===== src/rtl/cfg_spi_pkg.sv =====
package cfg_spi_pkg;

   localparam int REG_W    = 8;
   localparam int NUM_REGS = 4;
   localparam int IDX_W    = $clog2(NUM_REGS);

   // Writable bits of each register, register 0 in the lowest byte
   localparam logic [NUM_REGS*REG_W-1:0] REG_MASK = {8'h0F, 8'h3F, 8'h03, 8'hFF};

   typedef enum logic {
      PH_ADDR = 1'b0,
      PH_DATA = 1'b1
   } byte_phase_e;

endpackage


===== src/rtl/cfg_spi_sync.sv =====
module cfg_spi_sync #(
   parameter int               WIDTH   = 3,
   parameter int               STAGES  = 2,
   parameter logic [WIDTH-1:0] RST_VAL = '0
) (
   input  logic             clk,
   input  logic             rst_n,
   input  logic [WIDTH-1:0] d_in,
   output logic [WIDTH-1:0] d_out
);

   generate
      if (STAGES < 2) begin : g_bad_stages
         $error("cfg_spi_sync: STAGES must be at least 2");
      end
   endgenerate

   logic [STAGES-1:0][WIDTH-1:0] stg;

   always_ff @(posedge clk or negedge rst_n) begin
      if (!rst_n) begin
         stg <= {STAGES{RST_VAL}};
      end else begin
         stg <= {stg[STAGES-2:0], d_in};
      end
   end

   assign d_out = stg[STAGES-1];

endmodule


===== src/rtl/cfg_spi_frame.sv =====
module cfg_spi_frame
   import cfg_spi_pkg::*;
(
   input  logic             clk,
   input  logic             rst_n,
   input  logic             sck_s,
   input  logic             cs_n_s,
   input  logic             mosi_s,
   output logic             sck_fall,
   output logic             cs_rise,
   output logic             rd_start,
   output logic             rd_hit,
   output logic [IDX_W-1:0] rd_idx,
   output logic             rd_active,
   output logic             wr_stage,
   output logic [IDX_W-1:0] wr_idx,
   output logic [REG_W-1:0] wr_data
);

   localparam int CNT_W = $clog2(REG_W);
   localparam logic [CNT_W-1:0] LAST_BIT = CNT_W'(REG_W - 1);

   logic             sck_q, cs_q;
   logic             sck_rise;
   logic [CNT_W-1:0] bit_cnt;
   logic [REG_W-1:0] sh;
   logic [REG_W-1:0] addr_q;
   logic [REG_W-1:0] next_byte;
   logic             byte_done;
   byte_phase_e      phase;

   assign sck_rise  = sck_s & ~sck_q;
   assign sck_fall  = ~sck_s & sck_q;
   assign cs_rise   = cs_n_s & ~cs_q;
   assign next_byte = {sh[REG_W-2:0], mosi_s};
   assign byte_done = sck_rise & ~cs_n_s & (bit_cnt == LAST_BIT);

   always_ff @(posedge clk or negedge rst_n) begin
      if (!rst_n) begin
         sck_q   <= 1'b0;
         cs_q    <= 1'b1;
         bit_cnt <= '0;
         sh      <= '0;
         addr_q  <= '0;
         phase   <= PH_ADDR;
      end else begin
         sck_q <= sck_s;
         cs_q  <= cs_n_s;
         if (cs_n_s) begin
            bit_cnt <= '0;
            phase   <= PH_ADDR;
         end else if (sck_rise) begin
            sh      <= next_byte;
            bit_cnt <= bit_cnt + 1'b1;
            if (bit_cnt == LAST_BIT) begin
               if (phase == PH_ADDR) begin
                  addr_q <= next_byte;
                  phase  <= PH_DATA;
               end else begin
                  phase  <= PH_ADDR;
               end
            end
         end
      end
   end

   // Address decode: bit 7 is direction, reserved bits must be zero
   assign rd_start  = byte_done & (phase == PH_ADDR) & next_byte[REG_W-1];
   assign rd_hit    = (next_byte[REG_W-2:IDX_W] == '0);
   assign rd_idx    = next_byte[IDX_W-1:0];
   assign rd_active = (phase == PH_DATA) & addr_q[REG_W-1] & ~cs_n_s;

   assign wr_stage  = byte_done & (phase == PH_DATA) & ~addr_q[REG_W-1]
                      & (addr_q[REG_W-2:IDX_W] == '0);
   assign wr_idx    = addr_q[IDX_W-1:0];
   assign wr_data   = next_byte;

endmodule


===== src/rtl/cfg_spi_regs.sv =====
module cfg_spi_regs
   import cfg_spi_pkg::*;
(
   input  logic                      clk,
   input  logic                      rst_n,
   input  logic                      stage_en,
   input  logic [IDX_W-1:0]          stage_idx,
   input  logic [REG_W-1:0]          stage_data,
   input  logic                      commit,
   output logic [NUM_REGS*REG_W-1:0] live_flat,
   output logic [NUM_REGS-1:0]       commit_stb
);

   generate
      for (genvar gi = 0; gi < NUM_REGS; gi++) begin : g_reg
         localparam logic [REG_W-1:0] MASK = REG_MASK[gi*REG_W +: REG_W];
         logic [REG_W-1:0] shadow_q;
         logic [REG_W-1:0] live_q;
         logic             pend_q;
         logic             stb_q;
         logic             hit;

         assign hit = stage_en & (stage_idx == IDX_W'(gi));

         always_ff @(posedge clk or negedge rst_n) begin
            if (!rst_n) begin
               shadow_q <= '0;
               live_q   <= '0;
               pend_q   <= 1'b0;
               stb_q    <= 1'b0;
            end else begin
               stb_q <= commit & pend_q;
               if (commit) begin
                  if (pend_q) live_q <= shadow_q;
                  pend_q <= 1'b0;
               end else if (hit) begin
                  shadow_q <= stage_data & MASK;
                  pend_q   <= 1'b1;
               end
            end
         end

         assign live_flat[gi*REG_W +: REG_W] = live_q;
         assign commit_stb[gi]               = stb_q;
      end
   endgenerate

endmodule


===== src/rtl/cfg_spi_tx.sv =====
module cfg_spi_tx
   import cfg_spi_pkg::*;
(
   input  logic             clk,
   input  logic             rst_n,
   input  logic             idle,
   input  logic             load,
   input  logic [REG_W-1:0] load_val,
   input  logic             shift_en,
   input  logic             active,
   output logic             miso_bit
);

   logic [REG_W-1:0] tx_sh;

   always_ff @(posedge clk or negedge rst_n) begin
      if (!rst_n) begin
         tx_sh    <= '0;
         miso_bit <= 1'b0;
      end else if (idle) begin
         tx_sh    <= '0;
         miso_bit <= 1'b0;
      end else if (load) begin
         tx_sh <= load_val;
      end else if (shift_en) begin
         miso_bit <= active ? tx_sh[REG_W-1] : 1'b0;
         if (active) tx_sh <= {tx_sh[REG_W-2:0], 1'b0};
      end
   end

endmodule


===== src/rtl/cfg_spi_slave.sv =====
module cfg_spi_slave
   import cfg_spi_pkg::*;
#(
   parameter int SYNC_STAGES = 2
) (
   input  logic                clk,
   input  logic                rst_n,
   input  logic                sleep_n,
   input  logic                spi_sck,
   input  logic                spi_cs_n,
   input  logic                spi_mosi,
   output logic                spi_miso,
   output logic                spi_miso_oe,
   output logic [9:0]          ndiv,
   output logic [5:0]          rdiv,
   output logic                squelch_inh,
   output logic                cal_mode,
   output logic [1:0]          out_cur,
   output logic [NUM_REGS-1:0] reg_wr_stb
);

   generate
      if (NUM_REGS != 4 || REG_W != 8) begin : g_bad_map
         $error("cfg_spi_slave: field map expects four 8-bit registers");
      end
   endgenerate

   logic [2:0] pins_s;
   logic       sck_s, cs_n_s, mosi_s;

   cfg_spi_sync #(
      .WIDTH   (3),
      .STAGES  (SYNC_STAGES),
      .RST_VAL (3'b010)
   ) sync_i (
      .clk   (clk),
      .rst_n (rst_n),
      .d_in  ({spi_mosi, spi_cs_n, spi_sck}),
      .d_out (pins_s)
   );

   assign {mosi_s, cs_n_s, sck_s} = pins_s;

   logic             sck_fall, cs_rise, rd_start, rd_hit, rd_active, wr_stage;
   logic [IDX_W-1:0] rd_idx, wr_idx;
   logic [REG_W-1:0] wr_data, rd_data;
   logic [NUM_REGS*REG_W-1:0] live_flat;

   cfg_spi_frame frame_i (
      .clk       (clk),
      .rst_n     (rst_n),
      .sck_s     (sck_s),
      .cs_n_s    (cs_n_s),
      .mosi_s    (mosi_s),
      .sck_fall  (sck_fall),
      .cs_rise   (cs_rise),
      .rd_start  (rd_start),
      .rd_hit    (rd_hit),
      .rd_idx    (rd_idx),
      .rd_active (rd_active),
      .wr_stage  (wr_stage),
      .wr_idx    (wr_idx),
      .wr_data   (wr_data)
   );

   cfg_spi_regs regs_i (
      .clk        (clk),
      .rst_n      (rst_n),
      .stage_en   (wr_stage),
      .stage_idx  (wr_idx),
      .stage_data (wr_data),
      .commit     (cs_rise),
      .live_flat  (live_flat),
      .commit_stb (reg_wr_stb)
   );

   assign rd_data = rd_hit ? live_flat[rd_idx*REG_W +: REG_W] : '0;

   cfg_spi_tx tx_i (
      .clk      (clk),
      .rst_n    (rst_n),
      .idle     (cs_n_s),
      .load     (rd_start),
      .load_val (rd_data),
      .shift_en (sck_fall),
      .active   (rd_active),
      .miso_bit (spi_miso)
   );

   assign spi_miso_oe = ~cs_n_s & sleep_n;

   assign ndiv        = {live_flat[REG_W +: 2], live_flat[0 +: REG_W]};
   assign rdiv        = live_flat[2*REG_W +: 6];
   assign squelch_inh = live_flat[3*REG_W + 3];
   assign cal_mode    = live_flat[3*REG_W + 2];
   assign out_cur     = live_flat[3*REG_W +: 2];

endmodule


===== config.mk =====
export PLATFORM = sky130hd
export DESIGN_NAME = cfg_spi_slave
export DESIGN_NICKNAME = d
export VERILOG_FILES = /design/src/rtl/cfg_spi_pkg.sv /design/src/rtl/cfg_spi_sync.sv /design/src/rtl/cfg_spi_frame.sv /design/src/rtl/cfg_spi_regs.sv /design/src/rtl/cfg_spi_tx.sv /design/src/rtl/cfg_spi_slave.sv
export SDC_FILE = /design/constraint.sdc
export NUM_CORES = 1
export LEC_CHECK = 0
export BUFFER_PORTS_ARGS = -buffer_cell sky130_fd_sc_hd__buf_2
export CORE_MARGIN = 1
export CORE_UTILIZATION = 29
export CTS_CLUSTER_DIAMETER = 40
export DETAILED_ROUTE_END_ITERATION = 10
export GPL_ROUTABILITY_DRIVEN = 0
export GPL_TIMING_DRIVEN = 0
export PLACE_DENSITY = 0.55
export SETUP_SLACK_MARGIN = 0.1
export SYNTH_ARGS = -nofsm -noshare
export SYNTH_HDL_FRONTEND = slang
export SYNTH_SLANG_ARGS = --single-unit

===== constraint.sdc =====
create_clock -name clk -period 1.71 [get_ports clk]
set_input_delay 0.0855 -clock clk [delete_from_list [all_inputs] [get_ports clk]]
set_output_delay 0.0855 -clock clk [all_outputs]
set_load 0.02 [all_outputs]

* After elaboration in Yosys (flattened, before gate mapping)
Cells that the tools add are included.
** Storage, ports and cells
- Bits in registers :: 84
- Logic and storage cells :: 109
- Input port bits :: 6
- Output and inout port bits :: 26
** Operators by class
- Reductions and logical operators :: 25
- Bitwise gates (word level) :: 28
- $add $sub $neg :: 1
- Muxes and demuxes :: 23
- Shift operators :: 1
- Eq/ne operators :: 5
** Operators by type and width (count)
- $mux 8 :: 5
- $shiftx 32x6->8 :: 1
- $reduce_and 2->1 :: 12
- $and 1x1->1 :: 21
- $mux 1 :: 16
- $reduce_bool 2->1 :: 7
- $logic_not 5->1 :: 2
- $not 1->1 :: 7
- $mux 3 :: 2
- $reduce_bool 3->1 :: 2
- $eq 2x2->1 const B :: 2
- $reduce_and 4->1 :: 1
- $add 3x1->3 const B :: 1
- $eq 3x3->1 const B :: 1
- $eq 2x1->1 const B :: 1
- $logic_not 2->1 :: 1
- $ne 2x2->1 const B :: 1

* Longest topological paths before layout
- Depth in word-level cells :: 10
- Depth in mapped cells :: 7
- Gate-level depth less buffers :: 6

* Hierarchy
Synthesis repeated with hierarchy kept, for this count alone.
** Unflattened totals
- Cell total of the unflattened synthesis :: 277
- Area, all modules :: 3758.6 um^2
** By module, submodules not included
- cfg_spi_regs :: sequential area each 1201.2 um^2, instances 1, area each 1933.1 um^2, cells each 130
- cfg_spi_frame :: sequential area each 526.8 um^2, instances 1, area each 928.4 um^2, cells each 68
- cfg_spi_tx :: sequential area each 225.2 um^2, instances 1, area each 460.4 um^2, cells each 40
- cfg_spi_slave :: sequential area each 0.0 um^2, instances 1, area each 261.5 um^2, cells each 30
- cfg_spi_sync :: sequential area each 152.6 um^2, instances 1, area each 175.2 um^2, cells each 9

* Worst setup path before layout
Ideal clock, no wire load.
- Path kind :: flip-flop to flip-flop
- Start point :: reg frame_i.bit_cnt[0]
- End point :: reg frame_i.addr_q[0]
- Clock period less this slack :: 1710 ps
- Data required time :: 1585 ps
- Setup time :: 125 ps
- Stages on the path, launching flop included :: 7
- Buffers on the path :: 1
- Path slack :: 0 ps
- Arrival :: 1586 ps
- Path through :: dfrtp_1 -> ha_1 -> ha_1 -> and4bb_4 -> nor2b_1 -> buf_4 -> mux2_2
** On the way
- Cells in the longest elaborated chain, start to end :: 2
** Ends and longest elaborated chain
- start: declaration :: line cfg_spi_frame.sv:25 : logic [CNT_W-1:0] bit_cnt;
- start signal: assignment :: line cfg_spi_frame.sv:54 : bit_cnt <= bit_cnt + 1'b1;
- $eq 3x3->1 :: line cfg_spi_frame.sv:55 : if (bit_cnt == LAST_BIT) begin
- $reduce_and 4->1 (no source line)
- end signal: assignment :: line cfg_spi_frame.sv:57 : addr_q <= next_byte;
- end: declaration :: line cfg_spi_frame.sv:27 : logic [REG_W-1:0] addr_q;
No other way between the ends.
A chain may end at the register's enable or synchronous reset.

* Worst setup path in the final report
- Start point :: reg frame_i.bit_cnt[0]
- End point :: reg frame_i.addr_q[2]
Same word-level chain as after synthesis.

==> flow_summary.yaml <==
status:
  outcome: "complete, but fails checks"
  violations: "design-rule violations, negative setup slack"
detailed_routing:
  first_iter_violations: 58
  drt_wl_total_mm: 7.44
  wire_per_inst_um: 16.4
  remaining_drc_errors: 1
  postRouteAntennaNets: 0
  dr_total_vias: 2116
  vias_per_cell: 4.66
  firstDrtPassIters: 7
sta:
  worstMarginPinSlew_ns: 0.509
  worst_slack_ns: -0.0175
  final.setup_skew_ns: 0.00854
  rsz0062_at_grt: "true"
  min_period_over_period: 1.01
  slew_headroom: 0.661
  finalSetupViolations: 10
  max_freq_mhz: 579
  hold_violations: 0
  fin_tns_setup_ns: -0.0713
  period_needed_ns: 1.73
  slew_violations: 0
clock_network:
  htreeDepth: 3
  cts_made_buffers: 9
  cts_sinks: 84
  cts-root-buf: "clkbuf_16"
  clock_latency_ns: 0.34
  cts_tree: "yes"
  clk_pin_slew_ns: 0.06
  ctsLongestPathBuffers: 2
global_routing:
  overflow: 0
  grt_usage: 0.130
  grt_pass1_wl_mm: 12.2
  grt_pass1_vias: 2235
  antenna_found_initial: 0
  grt_max_degree: 48
worst_setup_path:
  path_class: "register to register"
  r2r_start: "frame_i.bit_cnt[0]"
  end_kind: "register"
  r2r_end: "frame_i.addr_q[2]"
  worstRegToRegCells: 6
  startpoint_type: "register"
  crit_fanout: 5
  critPathArrivalTime_ns: 1.95
  ff2ff_setup_slack_ns: -0.02
  required_ns: 1.93
placement:
  portBuffers: 31
  dp_hpwl_mm: 4.72
  place_inst: 419
die:
  io_pins: 32
  std_cell_rows: 39
  die_area_um2: 12400
  coreArea_um2: 11600
  die_x_um: 112
  dieHeight_um: 112
  start_util: 0.301
synth:
  async_reset_ff_frac: 1.00
  yosys_warnings: 0
  synth_nets: 252
  seq_area_frac_synth: 0.605
  synthFlopType: "dfrtp_1"
  synth.distinct_cells: 43
  syn_area_per_cell_um2: 14.3
  ys_ff_latch: 84
  syn_area_um2: 3480
  synth_edf_count: 0
  syn_inst: 244
pwr:
  p_leak_nw: 2.42
  p_per_area_nw_per_um2: 1010
  max-vdd-ir-drop_uv: 527
layout:
  syn_to_final_growth_pct: 31.6
  nets: 314
  antenna_cells: 0
  fin_cells: 454
  drive_gt1_frac: 0.521
hold_path:
  hold_path.class: "input pin to asynchronous set/reset pin"
job:
  drv_cap: 0
metal layers:
| layer | GRT usage | vias up | routed length (µm) |
|---|---|---|---|
| met5 | 0 | - | 0 |
| met4 | 0.0694 | 0 | 156 |
| met3 | 0.0294 | 10 | 206 |
| met2 | 0.191 | 31 | 3460 |
| met1 | 0.178 | 1081 | 3620 |
| li1 | - | 994 | - |
layout make-up:
cell class,count,area (µm²)
plain buffers,13,97.6
clock buffers,10,239
fillers,1079,6990
flip-flops and latches,84,2110
repair buffers,49,355
well taps,143,179
inverters,7,30.0
clock inverters,6,86.3
multi-input cells,142,1480
through the flow:
stage / power [mW] / utilization / hold WS [ns] / cell area [µm²] / setup WS [ns]
floorplan: 2.34 / - / -0.210 / 3490 / 0.00324
global placement: 2.48 / 0.331 / 0.193 / 3830 / -0.273
detailed placement: 2.49 / 0.334 / 0.0953 / 3860 / -0.251
finish: 4.62 / 0.396 / 0.266 / 4580 / -0.0175
global route: 4.80 / 0.396 / 0.301 / 4580 / -0.0892
CTS: 4.65 / 0.378 / 0.281 / 4380 / -0.0706
cell usage in the layout, fill, tap and decap left out, types with 5 or more instances in the layout:
cell | synthesis | final
nand2_1 | 18 | 15
buf_6 | 1 | 5
mux2_2 | 46 | 34
clkbuf_16 | 0 | 9
mux2_4 | 6 | 21
buf_4 | 5 | 15
nor2b_1 | 6 | 5
inv_1 | 7 | 6
dfrtp_1 | 81 | 80
mux2i_1 | 8 | 8
buf_2 | 2 | 31
nor2_1 | 7 | 6
Yosys cell counts, drive strengths merged, types with 2 or more instances:
cell | instances | area (µm²)
a21oi | 2 | 10.0
buf | 8 | 58.8
nor3 | 3 | 15.0
o22ai | 2 | 12.5
nand3 | 4 | 32.5
nor2 | 7 | 26.3
nand4 | 2 | 27.5
nand2 | 18 | 67.6
clkbuf | 5 | 18.8
inv | 7 | 26.3
dfrtp | 81 | 2030
nor2b | 6 | 37.5
o21ai | 4 | 20.0
and2 | 2 | 12.5
mux4 | 2 | 45.0
a21o | 2 | 15.0
mux2 | 55 | 642
and4bb | 2 | 28.8
nand4b | 3 | 47.5
nor4 | 2 | 12.5
a22oi | 4 | 30.0
dfstp | 3 | 78.8
mux2i | 8 | 80.1
ha | 2 | 25.0
where the power goes:
group          leakage (nW)  internal, mW  total [mW]  switching (mW)
Combinational          1.13         0.141       0.282           0.141
Sequential             1.14          2.07        2.23           0.158
Clock                 0.159          1.32        2.11           0.789
Total                  2.42          3.53        4.62            1.09
cells by family (layout without fill, tap and decap cells):
family	count (synthesis)	count (layout)	synth area share
compound gates	18	18	0.0345
buf+inv	20	85	0.0299
xor+xnor	1	1	0.00252
mux	65	65	0.221
fa+ha+maj	2	2	0.00719
simple gates	54	56	0.100
flops	84	84	0.605
critical path: stages (launching register included):
cell      delay, ns
dfrtp_1        0.36
ha_2           0.19
ha_4           0.13
and4bb_4       0.30
nor2b_4        0.18
buf_6          0.14
mux2_4         0.31
registers in the layout, summed over array words and instances (netlist names), 3 cells and up:
register           flops
frame_i.addr_q         8
frame_i.bit_cnt        3
frame_i.sh             7
regs_i.g.live_q       20
regs_i.g.pend_q        4
regs_i.g.shadow_q     20
regs_i.g.stb_q         4
sync_i.d_out           3
sync_i.stg             3
tx_i.tx_sh             8
what timing repair did:
item | CTS | global route
endpoints found under the hold margin | 39 | 0
endpoints found under the setup margin | 63 | 62
gates cloned | 1 | 2
buffers inserted | 4 | 8
hold buffers | 4 | 0
pin swaps | 7 | 13
gates resized for setup | 25 | 35
how the worst max path moves through the flow:
stage	start	to	slack, ns	cells past startpoint
floorplan	frame_i.bit_cnt[0]	frame_i.addr_q[0]	0.003	6
CTS	frame_i.bit_cnt[0]	frame_i.addr_q[5]	-0.07	6
global placement	sync_i.d_out[1]	regs_i.g_reg[0].live_q[3]	-0.27	4
detailed placement	sync_i.d_out[1]	regs_i.g_reg[0].live_q[7]	-0.25	4
finish	frame_i.bit_cnt[0]	frame_i.addr_q[2]	-0.02	6
global route	frame_i.bit_cnt[0]	frame_i.addr_q[5]	-0.09	6
No activity file was read; power rests on OpenSTA's default activity.
